===== src/rtl/swd_seq_pkg.sv =====
package swd_seq_pkg;

   typedef struct packed {
      logic        ap;
      logic        rnw;
      logic [1:0]  a;
      logic [31:0] wdata;
   } swd_txn_t;

   typedef enum logic [1:0] {
      STAT_OK      = 2'd0,
      STAT_FAULT   = 2'd1,
      STAT_TIMEOUT = 2'd2,
      STAT_PROTO   = 2'd3
   } seq_status_e;

   typedef enum logic [1:0] {
      ACK_GOOD,
      ACK_RETRY,
      ACK_ERR,
      ACK_BAD
   } ack_class_e;

   typedef enum logic [1:0] {
      F_IDLE,
      F_GAP,
      F_REQ,
      F_PAD
   } fsm_e;

   localparam logic [2:0]  ACK_CODE_OK    = 3'b001;
   localparam logic [2:0]  ACK_CODE_WAIT  = 3'b010;
   localparam logic [2:0]  ACK_CODE_FAULT = 3'b100;
   localparam logic [31:0] CLEAR_ERRORS   = 32'h0000_001E;
   localparam logic [31:0] POWER_REQUEST  = 32'h5000_0000;
   localparam logic [3:0]  STEP_TAR       = 4'd9;
   localparam logic [3:0]  STEP_DRW       = 4'd10;

   function automatic swd_txn_t mk_txn(logic ap, logic rnw, logic [1:0] a,
                                       logic [31:0] wdata);
      swd_txn_t t;
      t.ap    = ap;
      t.rnw   = rnw;
      t.a     = a;
      t.wdata = wdata;
      return t;
   endfunction

endpackage


===== src/rtl/swd_step_rom.sv =====
module swd_step_rom
   import swd_seq_pkg::*;
#(
   parameter logic [7:0]  AP_NUM   = 8'h00,
   parameter logic [31:0] CSW_WORD = 32'h2200_0012
) (
   input  logic [3:0]  step,
   input  logic [31:0] tar_addr,
   output swd_txn_t    txn_o
);

   localparam logic [31:0] SEL_IDENT = {AP_NUM, 16'h0000, 4'hF, 4'h0};
   localparam logic [31:0] SEL_MEM   = {AP_NUM, 24'h00_0000};

   always_comb begin
      case (step)
         4'd0:    txn_o = mk_txn(1'b0, 1'b1, 2'd0, 32'h0);
         4'd1:    txn_o = mk_txn(1'b0, 1'b0, 2'd0, CLEAR_ERRORS);
         4'd2:    txn_o = mk_txn(1'b0, 1'b0, 2'd1, POWER_REQUEST);
         4'd3:    txn_o = mk_txn(1'b0, 1'b1, 2'd1, 32'h0);
         4'd4:    txn_o = mk_txn(1'b0, 1'b0, 2'd2, SEL_IDENT);
         4'd5:    txn_o = mk_txn(1'b1, 1'b1, 2'd3, 32'h0);
         4'd6:    txn_o = mk_txn(1'b1, 1'b1, 2'd3, 32'h0);
         4'd7:    txn_o = mk_txn(1'b0, 1'b0, 2'd2, SEL_MEM);
         4'd8:    txn_o = mk_txn(1'b1, 1'b0, 2'd0, CSW_WORD);
         4'd9:    txn_o = mk_txn(1'b1, 1'b0, 2'd1, tar_addr);
         default: txn_o = mk_txn(1'b1, 1'b1, 2'd3, 32'h0);
      endcase
   end

endmodule


===== src/rtl/swd_ack_eval.sv =====
module swd_ack_eval
   import swd_seq_pkg::*;
#(
   parameter int MAX_WAIT = 8
) (
   input  logic       clk,
   input  logic       rst_n,
   input  logic [2:0] ack_code,
   input  logic       eval_en,
   input  logic       clr,
   output ack_class_e cls_o,
   output logic       exhausted_o
);

   if (MAX_WAIT < 1) begin : g_bad_limit
      $error("swd_ack_eval: MAX_WAIT must be at least 1");
   end

   always_comb begin
      case (ack_code)
         ACK_CODE_OK:    cls_o = ACK_GOOD;
         ACK_CODE_WAIT:  cls_o = ACK_RETRY;
         ACK_CODE_FAULT: cls_o = ACK_ERR;
         default:        cls_o = ACK_BAD;
      endcase
   end

   if (MAX_WAIT == 1) begin : g_single
      assign exhausted_o = (cls_o == ACK_RETRY);
   end else begin : g_count
      localparam int CW = $clog2(MAX_WAIT);
      logic [CW-1:0] wcnt;

      assign exhausted_o = (cls_o == ACK_RETRY) && (wcnt == CW'(MAX_WAIT - 1));

      always_ff @(posedge clk or negedge rst_n) begin
         if (!rst_n) begin
            wcnt <= '0;
         end else if (clr) begin
            wcnt <= '0;
         end else if (eval_en && cls_o == ACK_RETRY && !exhausted_o) begin
            wcnt <= wcnt + 1'b1;
         end
      end
   end

endmodule


===== src/rtl/swd_idle_pad.sv =====
module swd_idle_pad #(
   parameter int IDLE_CYC = 16
) (
   input  logic clk,
   input  logic rst_n,
   input  logic load,
   output logic active_o,
   output logic expire_o
);

   if (IDLE_CYC < 1) begin : g_bad_idle
      $error("swd_idle_pad: IDLE_CYC must be at least 1");
   end

   localparam int CW = $clog2(IDLE_CYC + 1);

   logic [CW-1:0] cnt;
   logic          active;

   assign active_o = active;
   assign expire_o = active && (cnt == '0);

   always_ff @(posedge clk or negedge rst_n) begin
      if (!rst_n) begin
         cnt    <= '0;
         active <= 1'b0;
      end else if (load) begin
         cnt    <= CW'(IDLE_CYC - 1);
         active <= 1'b1;
      end else if (expire_o) begin
         active <= 1'b0;
      end else if (active) begin
         cnt <= cnt - 1'b1;
      end
   end

endmodule


===== src/rtl/swd_memrd_seq.sv =====
module swd_memrd_seq
   import swd_seq_pkg::*;
#(
   parameter int          LEN_W     = 4,
   parameter int          MAX_WAIT  = 8,
   parameter int          IDLE_CYC  = 16,
   parameter int          ADDR_STEP = 4,
   parameter logic [7:0]  AP_NUM    = 8'h00,
   parameter logic [31:0] CSW_WORD  = 32'h2200_0012
) (
   input  logic             clk,
   input  logic             rst_n,
   input  logic             cmd_start,
   input  logic [31:0]      cmd_addr,
   input  logic [LEN_W-1:0] cmd_len,
   output logic             cmd_busy,
   output logic             cmd_done,
   output logic [1:0]       cmd_status,
   output logic             word_valid,
   output logic [31:0]      word_data,
   output logic [31:0]      word_addr,
   output logic             txn_req,
   output logic             txn_ap,
   output logic             txn_rnw,
   output logic [1:0]       txn_a,
   output logic [31:0]      txn_wdata,
   input  logic             txn_rsp_valid,
   input  logic [2:0]       txn_ack,
   input  logic [31:0]      txn_rdata,
   output logic             link_idle
);

   if (LEN_W < 1) begin : g_bad_len
      $error("swd_memrd_seq: LEN_W must be at least 1");
   end

   localparam int RW = LEN_W + 1;

   fsm_e          fsm;
   logic [3:0]    step;
   logic          clr_mode;
   logic [31:0]   tar_q;
   logic [31:0]   next_waddr;
   logic [LEN_W-1:0] len_q;
   logic [RW-1:0] rd_cnt;
   logic          done_q;
   logic [1:0]    status_q;
   logic          wv_q;
   logic [31:0]   wdata_q;
   logic [31:0]   waddr_q;

   swd_txn_t      rom_txn;
   swd_txn_t      cur_txn;
   ack_class_e    cls;
   logic          exhausted;
   logic          rsp_fire;
   logic          start_acc;
   logic          pad_load;
   logic          pad_expire;
   logic          last_read;

   assign rsp_fire  = (fsm == F_REQ) && txn_rsp_valid;
   assign start_acc = (fsm == F_IDLE) && cmd_start;
   assign pad_load  = rsp_fire && !clr_mode && (cls == ACK_GOOD) && (step == STEP_TAR);
   assign last_read = (rd_cnt == ({1'b0, len_q} + 1'b1));

   swd_step_rom #(
      .AP_NUM   (AP_NUM),
      .CSW_WORD (CSW_WORD)
   ) i_rom (
      .step     (step),
      .tar_addr (tar_q),
      .txn_o    (rom_txn)
   );

   swd_ack_eval #(
      .MAX_WAIT (MAX_WAIT)
   ) i_ack (
      .clk         (clk),
      .rst_n       (rst_n),
      .ack_code    (txn_ack),
      .eval_en     (rsp_fire && !clr_mode),
      .clr         (start_acc || (rsp_fire && cls == ACK_GOOD)),
      .cls_o       (cls),
      .exhausted_o (exhausted)
   );

   swd_idle_pad #(
      .IDLE_CYC (IDLE_CYC)
   ) i_pad (
      .clk      (clk),
      .rst_n    (rst_n),
      .load     (pad_load),
      .active_o (link_idle),
      .expire_o (pad_expire)
   );

   assign cur_txn   = clr_mode ? mk_txn(1'b0, 1'b0, 2'd0, CLEAR_ERRORS) : rom_txn;
   assign txn_req   = (fsm == F_REQ);
   assign txn_ap    = cur_txn.ap;
   assign txn_rnw   = cur_txn.rnw;
   assign txn_a     = cur_txn.a;
   assign txn_wdata = cur_txn.wdata;

   assign cmd_busy   = (fsm != F_IDLE);
   assign cmd_done   = done_q;
   assign cmd_status = status_q;
   assign word_valid = wv_q;
   assign word_data  = wdata_q;
   assign word_addr  = waddr_q;

   always_ff @(posedge clk or negedge rst_n) begin
      if (!rst_n) begin
         fsm        <= F_IDLE;
         step       <= '0;
         clr_mode   <= 1'b0;
         tar_q      <= '0;
         next_waddr <= '0;
         len_q      <= '0;
         rd_cnt     <= '0;
         done_q     <= 1'b0;
         status_q   <= STAT_OK;
         wv_q       <= 1'b0;
         wdata_q    <= '0;
         waddr_q    <= '0;
      end else begin
         done_q <= 1'b0;
         wv_q   <= 1'b0;
         case (fsm)
            F_IDLE: begin
               if (cmd_start) begin
                  tar_q      <= cmd_addr;
                  next_waddr <= cmd_addr;
                  len_q      <= cmd_len;
                  step       <= '0;
                  rd_cnt     <= '0;
                  clr_mode   <= 1'b0;
                  fsm        <= F_GAP;
               end
            end
            F_GAP: begin
               fsm <= F_REQ;
            end
            F_REQ: begin
               if (txn_rsp_valid) begin
                  if (clr_mode) begin
                     fsm      <= F_IDLE;
                     done_q   <= 1'b1;
                     status_q <= STAT_FAULT;
                  end else begin
                     case (cls)
                        ACK_GOOD: begin
                           if (step == STEP_DRW) begin
                              if (rd_cnt != '0) begin
                                 wv_q       <= 1'b1;
                                 wdata_q    <= txn_rdata;
                                 waddr_q    <= next_waddr;
                                 next_waddr <= next_waddr + 32'(ADDR_STEP);
                              end
                              if (last_read) begin
                                 fsm      <= F_IDLE;
                                 done_q   <= 1'b1;
                                 status_q <= STAT_OK;
                              end else begin
                                 rd_cnt <= rd_cnt + 1'b1;
                                 fsm    <= F_GAP;
                              end
                           end else if (step == STEP_TAR) begin
                              fsm <= F_PAD;
                           end else begin
                              step <= step + 1'b1;
                              fsm  <= F_GAP;
                           end
                        end
                        ACK_RETRY: begin
                           if (exhausted) begin
                              fsm      <= F_IDLE;
                              done_q   <= 1'b1;
                              status_q <= STAT_TIMEOUT;
                           end else begin
                              fsm <= F_GAP;
                           end
                        end
                        ACK_ERR: begin
                           clr_mode <= 1'b1;
                           fsm      <= F_GAP;
                        end
                        default: begin
                           fsm      <= F_IDLE;
                           done_q   <= 1'b1;
                           status_q <= STAT_PROTO;
                        end
                     endcase
                  end
               end
            end
            F_PAD: begin
               if (pad_expire) begin
                  step <= STEP_DRW;
                  fsm  <= F_GAP;
               end
            end
            default: fsm <= F_IDLE;
         endcase
      end
   end

endmodule


===== config.mk =====
export PLATFORM = sky130hd
export DESIGN_NAME = swd_memrd_seq
export DESIGN_NICKNAME = d
export VERILOG_FILES = /design/src/rtl/swd_seq_pkg.sv /design/src/rtl/swd_step_rom.sv /design/src/rtl/swd_ack_eval.sv /design/src/rtl/swd_idle_pad.sv /design/src/rtl/swd_memrd_seq.sv
export SDC_FILE = /design/constraint.sdc
export NUM_CORES = 1
export LEC_CHECK = 0
export ABC_AREA = 0
export BUFFER_PORTS_ARGS = -buffer_cell sky130_fd_sc_hd__buf_2
export CAP_MARGIN = 30
export CORE_MARGIN = 4
export CORE_UTILIZATION = 45
export DETAILED_ROUTE_END_ITERATION = 10
export GPL_TIMING_DRIVEN = 0
export PLACE_DENSITY = 0.79
export SLEW_MARGIN = 20
export SYNTH_ARGS = -nofsm -noshare
export SYNTH_HDL_FRONTEND = slang
export SYNTH_HIERARCHICAL = 1
export SYNTH_SLANG_ARGS = --single-unit

===== constraint.sdc =====
create_clock -name clk -period 4.8 [get_ports clk]
set_input_delay 0.24 -clock clk [delete_from_list [all_inputs] [get_ports clk]]
set_output_delay 0.24 -clock clk [all_outputs]
set_load 0.01 [all_outputs]

* After elaboration in Yosys (flattened, before gate mapping) *
Cells that the tools add are included.

operators by class
  add/sub/neg operators = 6
  eq/ne operators = 33
  muxes and demuxes = 65
  bitwise logic cells = 1
  reduce and logical (&&, ||, !) cells = 33

operators with widths
  cell                     count
  $pmux W36 S8             1
  $mux W32                 6
  $pmux W32 S2             1
  $mux W5                  9
  $mux W36                 1
  $add A32 B3 Y32 const B  1
  $mux W4                  7
  $mux W1                  20
  $mux W2                  10
  $pmux W2 S3              3
  $reduce_and A7 Y1        2
  $eq A4 B4 Y1 const B     3
  $ne A2 B1 Y1 const B     6
  $ne A2 B2 Y1 const B     6
  $pmux W4 S3              1
  $reduce_and A6 Y1        2
  $logic_and A1 B1 Y1      10
  $pmux W5 S2              1
  $reduce_bool A2 Y1       5
  $eq A4 B2 Y1 const B     2
  $eq A4 B3 Y1 const B     2
  $pmux W2 S4              1
  $reduce_and A8 Y1        1
  $eq A2 B2 Y1 const B     3
  other kinds (26)         34

storage, ports and cells
  bits in registers = 157
  output and inout bits = 107
  logic and storage cells = 153

* Logic depth before layout (Yosys ltp) *
Gate-level depths: netlist (run 1).

  depth after elaboration = 9
  gate-level depth with buffers = 11
  mapped depth without buffers = 10

* Hierarchy *
The synthesis (run 1) kept the hierarchy.

modules (own cells, without submodules)
  module         instances  cells each  area an instance (um^2)
  swd_memrd_seq  1          616         7030.5
  swd_step_rom   1          70          409.1
  swd_idle_pad   1          29          300.3
  swd_ack_eval   1          21          227.7

* Worst setup path before layout (run 1) *
No wires, ideal clock.

  path kind = register -> register
  start = register step[0]
  end = register wdata_q[0], in the netlist word_data[0]
  setup time = 125 ps
  data arrival time = 2129 ps
  data required time = 4675 ps
  slack = 2546 ps
  stages on the path, launching flop included = 9
  buffers on the path = 2
  period minus slack after synthesis = 2254 ps
  path through = dfrtp_1 -> inv_1 -> ha_1 -> nand3b_1 -> nor2_1 -> and3_1 -> buf_2 -> buf_2 -> mux2_2

on the way
  longest elaborated chain between the ends = 2

RTL lines
  element                      RTL line              source
  from (decl)                  swd_memrd_seq.sv:40   logic [3:0] step;
  from (signal assigned)       swd_memrd_seq.sv:171  step <= step + 1'b1;
  $eq A4 B4 Y1                 swd_memrd_seq.sv:153  if (step == STEP_DRW) begin
  $reduce_and A6 Y1 (no line)  n/a
  to (signal assigned)         swd_memrd_seq.sv:156  wdata_q <= txn_rdata;
  to (decl)                    swd_memrd_seq.sv:49   logic [31:0] wdata_q;

No other way between the ends.
A chain may end at the register's enable or synchronous reset.

* Final worst setup path (run 1) *
  start = register step[0]
  end = register waddr_q[26], in the netlist word_addr[26]

on the way
  longest elaborated chain between the ends = 2

RTL lines
  element                      RTL line              source
  $eq A4 B4 Y1                 swd_memrd_seq.sv:153
  $reduce_and A6 Y1 (no line)  n/a
  to (signal assigned)         swd_memrd_seq.sv:157  waddr_q <= next_waddr;
  to (decl)                    swd_memrd_seq.sv:50   logic [31:0] waddr_q;

No other way between the ends.

==> results.ini, run 1 <==
[detailed_routing]
detail_route.iter0.violations = 482
drcViolationCount = 0
route.detailed.wl_per_inst_um = 18.2
detail-route-antenna-nets = 0
via_count = 6569
detail_route.first_pass.iterations = 5
avgViaCountPerCell = 5.59
drt-total-wl_um = 21400

[synth]
yosysWarnings = 6
post_synth_inst_count = 736
syn-num-nets = 826
avgSynthCellArea_um2 = 10.8
synth_area_leaders = dfrtp_1 (49%), mux2_2 (14%), nor2b_1 (3.0%)
number_of_storage_elements_in_the_synthesis_netlist = 157
asyncSetResetFlopFracSynth = 1.00
synth_enable_flop_cells = 0
syn_area_mm2 = 0.00797
synth.yosys.seq_area_share = 0.493
synth.largest_area_cell = dfrtp_1
synth_cell_types = 70
post-synth-top-area-fraction = 0.493
postSynth.topFlopCell = dfrtp_1

[cts]
cts_buffer_depth = 2
clkSlewWorstSetupHoldPaths_ps = 60
root_buffer = clkbuf_16
post_cts.resized_instances = 0
htree_levels = 4
cts_tree = built
cts-buffers-inserted = 17
clock-sinks = 157
worst_skew_pair.late_latency_ps = 430

[timing]
fin_worst_hold_slack_ps = 42.5
finalHoldViolCount = 0
report.final.setup_viol = 0
max_slew_violation_count = 0
relSlewSlack = 0.421
period_minus_slack_ps = 2930
final_period_util = 0.610
maxClockFrequency_ghz = 0.342
fin_worst_skew_ps = 12.2
worst_pin_slew_ps = 866
setup_tns_ps = 0
rsz0062_at_grt = no

[final_layout]
syn_to_final_growth_pct = 22.9
fin_cells = 1176
antenna_cells = 0
final_design_area_no_fill_mm2 = 0.00980
drive_above_1_share = 0.370
final_net_count = 1028
nFillCells = 1520

[power_and_ir_drop]
irDropWorstVdd_v = 0.000322
p_leak_nw = 4.99
cell_area_power_density_mw_per_mm2 = 494

[worst_hold_path]
worst_hold_startpoint = txn_rdata[8]
min-delay-path-class = input port to flip-flop

[global_routing]
global_route_wire_length_before_repair_um = 34400
grt_remaining_overflow = 0
pin_count_of_the_biggest_net_entering_global_routing = 99
initial_antenna_violation_count = 1
global_route_usage_over_all_layers = 0.218
grt_pass1_vias = 6599

[worst_setup_path]
worst_setup_path_end_kind = flip-flop
crit_path_start_kind = flip-flop
required_time_of_the_worst_setup_path_ps = 5110
worst-setup-path-type = flip-flop to flip-flop
timing.critical_path.fanout_max = 10
worst_ep_arrival_time_ps = 3230
critical_path_launch_point = step[0]$_DFFE_PN0P_
worstReg2RegStart = step[0]$_DFFE_PN0P_

[job]
cap_violations = 0

[die]
floorplan.io_pins = 182
die_w_um = 141
start_util = 0.461
die_area_mm2 = 0.0199
floorplan.die.height_um = 141
floorplan.rows = 48
design.core.area_mm2 = 0.0173

[placement]
place.detailed.hpwl_um = 16000
dpl-instance-area_mm2 = 0.00919
place_inst = 1143
globalplace.congestion = 0.877
port_buffers = 181

[run_status]
run_status = finished clean

## worst max-delay path, cell delays in order, from the launching register on
cell and delay [ps]:
dfrtp_1 480, inv_1 140, ha_1 260, nand3b_1 160, nor2_1 480, and3_1 260
buf_2 330, buf_2 340, mux2_2 370
## per-stage QoR
step | power, mW | util | worst slack (ps)
6_report | 4.84 | 0.566 | 1870
5_1_grt | 5.13 | 0.566 | 1680
4_1_cts | 4.84 | 0.566 | 1870
3_5_place_dp | 3.49 | 0.531 | 1910
3_3_place_gp | 3.43 | 0.529 | 1060
2_1_floorplan | 2.98 | - | 2550
## kinds of logic (layout without fill, tap and decap cells)
kind of cell | after synthesis | count (layout) | synth area share
flops | 157 | 157 | 0.493
simple gates | 248 | 248 | 0.171
compound gates | 122 | 122 | 0.0994
buf+inv | 61 | 276 | 0.0334
xor+xnor | 23 | 23 | 0.0253
fa+ha+maj | 15 | 15 | 0.0236
mux | 110 | 110 | 0.154
## where the power goes
part | leakage (nW) | switching [mW] | total (mW) | internal (mW)
Combinational | 2.67 | 0.860 | 1.53 | 0.670
Sequential | 2.03 | 0.329 | 1.98 | 1.65
Clock | 0.288 | 0.539 | 1.34 | 0.797
## state kept, by name, summed over array words and instances (netlist names), 2 cells and up
| name | flops |
|---|---|
| i_ack/g_count.wcnt | 3 |
| word_data | 32 |
| i_pad/cnt | 5 |
| cmd_status | 2 |
| step | 4 |
| fsm | 2 |
| word_addr | 32 |
| next_waddr | 32 |
| tar_q | 32 |
| len_q | 4 |
| rd_cnt | 5 |
## final cells by class
cell class	instances	area, um2	share of cell area
multi-input combinational	518	3770	0.385
sequential	157	3930	0.401
clock inverter	8	81.3	0.00830
clock buffer	24	512	0.0522
inverter	26	97.6	0.00996
tap	225	282	0.0287
timing repair buffer	183	953	0.0973
buffer	35	169	0.0172
## metal layers
metal	vias to the layer above	GRT usage	part of all wire
met4	2	0.0841	0.024
met2	298	0.341	0.46
met3	44	0.0682	0.088
met5	-	0	0.00033
met1	3180	0.285	0.42
li1	3045	-	-
## synth_stat cells (all sizes together) (21+ instances only)
cell / n
a21oi: 41
and3: 27
buf: 21
dfrtp: 157
inv: 26
mux2: 100
nand2: 41
nand3: 27
nor2: 38
nor2b: 39
nor3: 22
o21ai: 21
## path summary, 6_finish.rpt
path | to | slack, ps | depth (start not counted)
max in group asynchronous | tar_q[30]$_DFFE_PN0P_ | 3610 | 3
min in group asynchronous | len_q[3]$_DFFE_PN0P_ | 340 | 2
worst min register to register | next_waddr[0]$_DFFE_PN0P_ | 490 | 2
worst max register to register | word_addr[26]$_DFFE_PN0P_ | 1870 | 8
worst max-delay path | word_addr[26]$_DFFE_PN0P_ | 1870 | 8
worst min-delay path | word_data[8]$_DFFE_PN0P_ | 40 | 2
## what timing repair did
| item | in CTS | in global routing |
|---|---|---|
| setup buffers | 0 | 0 |
| hold endpoints to repair | 59 | 0 |
| hold buffers | 1 | 0 |
| setup endpoints to repair | 0 | 0 |
## placed cells by master, fill, tap and decap left out, types with 26 or more instances in the layout
cell	count
nor2b_1	38
inv_1	26
nor2_1	38
nand3_1	27
dfrtp_1	157
mux2_2	99
and3_1	26
a21oi_1	41
nand2_1	40
buf_2	195
No activity file was read; power rests on OpenSTA's default activity.
==> run 2, diff against run 1 <==
- clock period: 4.8 -> 2.9 ns (I/O delays scaled with it)
==> results.ini, run 2 (same netlist as run 1, synthesis figures left out) <==
[run_status]
run_status = finished clean

[die]
design.core.area_mm2 = 0.0173
die_w_um = 141
floorplan.io_pins = 182
start_util = 0.461
floorplan.die.height_um = 141
floorplan.rows = 48
die_area_mm2 = 0.0199

[timing]
maxClockFrequency_ghz = 0.369
relSlewSlack = 0.404
period_minus_slack_ps = 2710
final_period_util = 0.936
fin_worst_skew_ps = 13.6
report.final.setup_viol = 0
fin_worst_hold_slack_ps = 15.4
final_critical_path_setup_slack_ps = 187
finalHoldViolCount = 0
max_slew_violation_count = 0
rsz0062_at_grt = no
worst_pin_slew_ps = 891
setup_tns_ps = 0

[final_layout]
layout.cells.most_common = buf_2
multi_input_area_mm2 = 0.00378
drive_above_1_share = 0.353
syn_to_final_growth_pct = 29.9
nFillCells = 1453
final_cell_mix = buf_2 (195), dfrtp_1 (157), mux2_2 (99)
antenna_cells = 0
final-seq-area_mm2 = 0.00393
final_net_count = 1082

[detailed_routing]
drt-total-wl_um = 22400
via_count = 6789
topRoutingLayerUsed = met4
detail-route-antenna-nets = 0
wirelength_met1_um = 9480
avgViaCountPerCell = 5.52
detail_route.first_pass.iterations = 6
met2_routed_length_um = 10600
detail_route.iter0.violations = 472
drcViolationCount = 0
route.detailed.wl_per_inst_um = 18.2
met3WireLength_um = 1760

[global_routing]
initial_antenna_violation_count = 0
global_route_wire_length_before_repair_um = 36200
global_route_usage_over_all_layers = 0.228
grt_remaining_overflow = 0
pin_count_of_the_biggest_net_entering_global_routing = 99
grt_pass1_vias = 6942

[power_and_ir_drop]
power.total_mw = 8.08
cell_area_power_density_mw_per_mm2 = 780
p_leak_nw = 5.22
irDropWorstVdd_v = 0.000544

[cts]
htree_levels = 4
cts_buffer_depth = 2
worst_skew_pair.late_latency_ps = 430
clock-sinks = 157
root_buffer = clkbuf_16
cts-buffers-inserted = 17
clkSlewWorstSetupHoldPaths_ps = 60
postCtsSetupBuffers = 0
cts_tree = built

[placement]
place.detailed.hpwl_um = 16000
dp_slack_ps = 10.3
port_buffers = 181
globalplace.congestion = 0.877

[worst_setup_path]
crit-reg2reg-capture = word_addr[26]$_DFFE_PN0P_
crit_path_end = word_addr[26]$_DFFE_PN0P_
crit_path_start_kind = flip-flop
worstReg2RegStart = step[0]$_DFFE_PN0P_
r2r_cells = 8
required_time_of_the_worst_setup_path_ps = 3200
worst_setup_path_end_kind = flip-flop
worst-setup-path-type = flip-flop to flip-flop
ff2ff_setup_slack_ps = 190
critical_path_launch_point = step[0]$_DFFE_PN0P_
timing.critical_path.fanout_max = 10
worst_ep_arrival_time_ps = 3020

[worst_hold_path]
min-delay-path-class = input port to flip-flop

[job]
cap_violations = 0

[run 2: cell count changes in the layout (fill, tap and decap cells not counted)]
cell and delta:
clkbuf_2 +1, nor2_4 +1, ha_1 -1, dlygate4sd3_1 +54
clkbuf_1 -1, ha_2 +1, nor2_1 -1
[run 2: area by class of cell]
cell class                 instances  area share
sequential                       157       0.380
tap                              225      0.0272
timing repair buffer             237       0.144
inverter                          26     0.00943
buffer                            35      0.0164
multi-input combinational        518       0.366
clock buffer                      24      0.0495
clock inverter                     8     0.00786
[run 2: layer usage]
layer | track usage | vias up
met2 | 0.370 | 294
met5 | 0 | -
li1 | - | 3148
met4 | 0.0836 | 0
met3 | 0.0624 | 46
met1 | 0.294 | 3301
[run 2: what timing repair did]
item / in CTS / in global routing
resized for setup: 1 / 4
hold buffers: 54 / 1
endpoints found under the setup margin: 12 / 18
endpoints found under the hold margin: 116 / 1
[run 2: how the worst min path moves through the flow]
stage / depth (start not counted) / endpoint / startpoint / slack [ps]
2_1_floorplan: 0 / clr_mode$_DFFE_PN0P_ / rst_n / -150
3_3_place_gp: 2 / word_data[12]$_DFFE_PN0P_ / txn_rdata[12] / 380
3_5_place_dp: 1 / len_q[2]$_DFFE_PN0P_ / rst_n / 110
4_1_cts: 2 / tar_q[4]$_DFFE_PN0P_ / cmd_addr[4] / 0.3
5_1_grt: 2 / tar_q[22]$_DFFE_PN0P_ / cmd_addr[22] / 1
6_report: 2 / tar_q[4]$_DFFE_PN0P_ / cmd_addr[4] / 20
[run 2: critical path, cell delays in order (launching register included)]
cell and delay [ps]:
dfrtp_1 480, inv_1 140, ha_1 270, nand3b_1 200, nor2_4 260, and3_1 210
buf_2 330, buf_2 330, mux2_2 370
[run 2: through the flow]
stage | util | cell area [um2] | instances
floorplan | - | 7970 | 736
global placement | 0.529 | 9160 | 1142
detailed placement | 0.531 | 9190 | 1143
CTS | 0.597 | 10300 | 1229
global route | 0.598 | 10300 | 1230
finish | 0.598 | 10300 | 1230
[run 2: where the power goes]
group	internal, mW	switching (mW)
sequential	2.73	0.543
combinational	1.16	1.44
clock	1.32	0.889
total	5.21	2.87
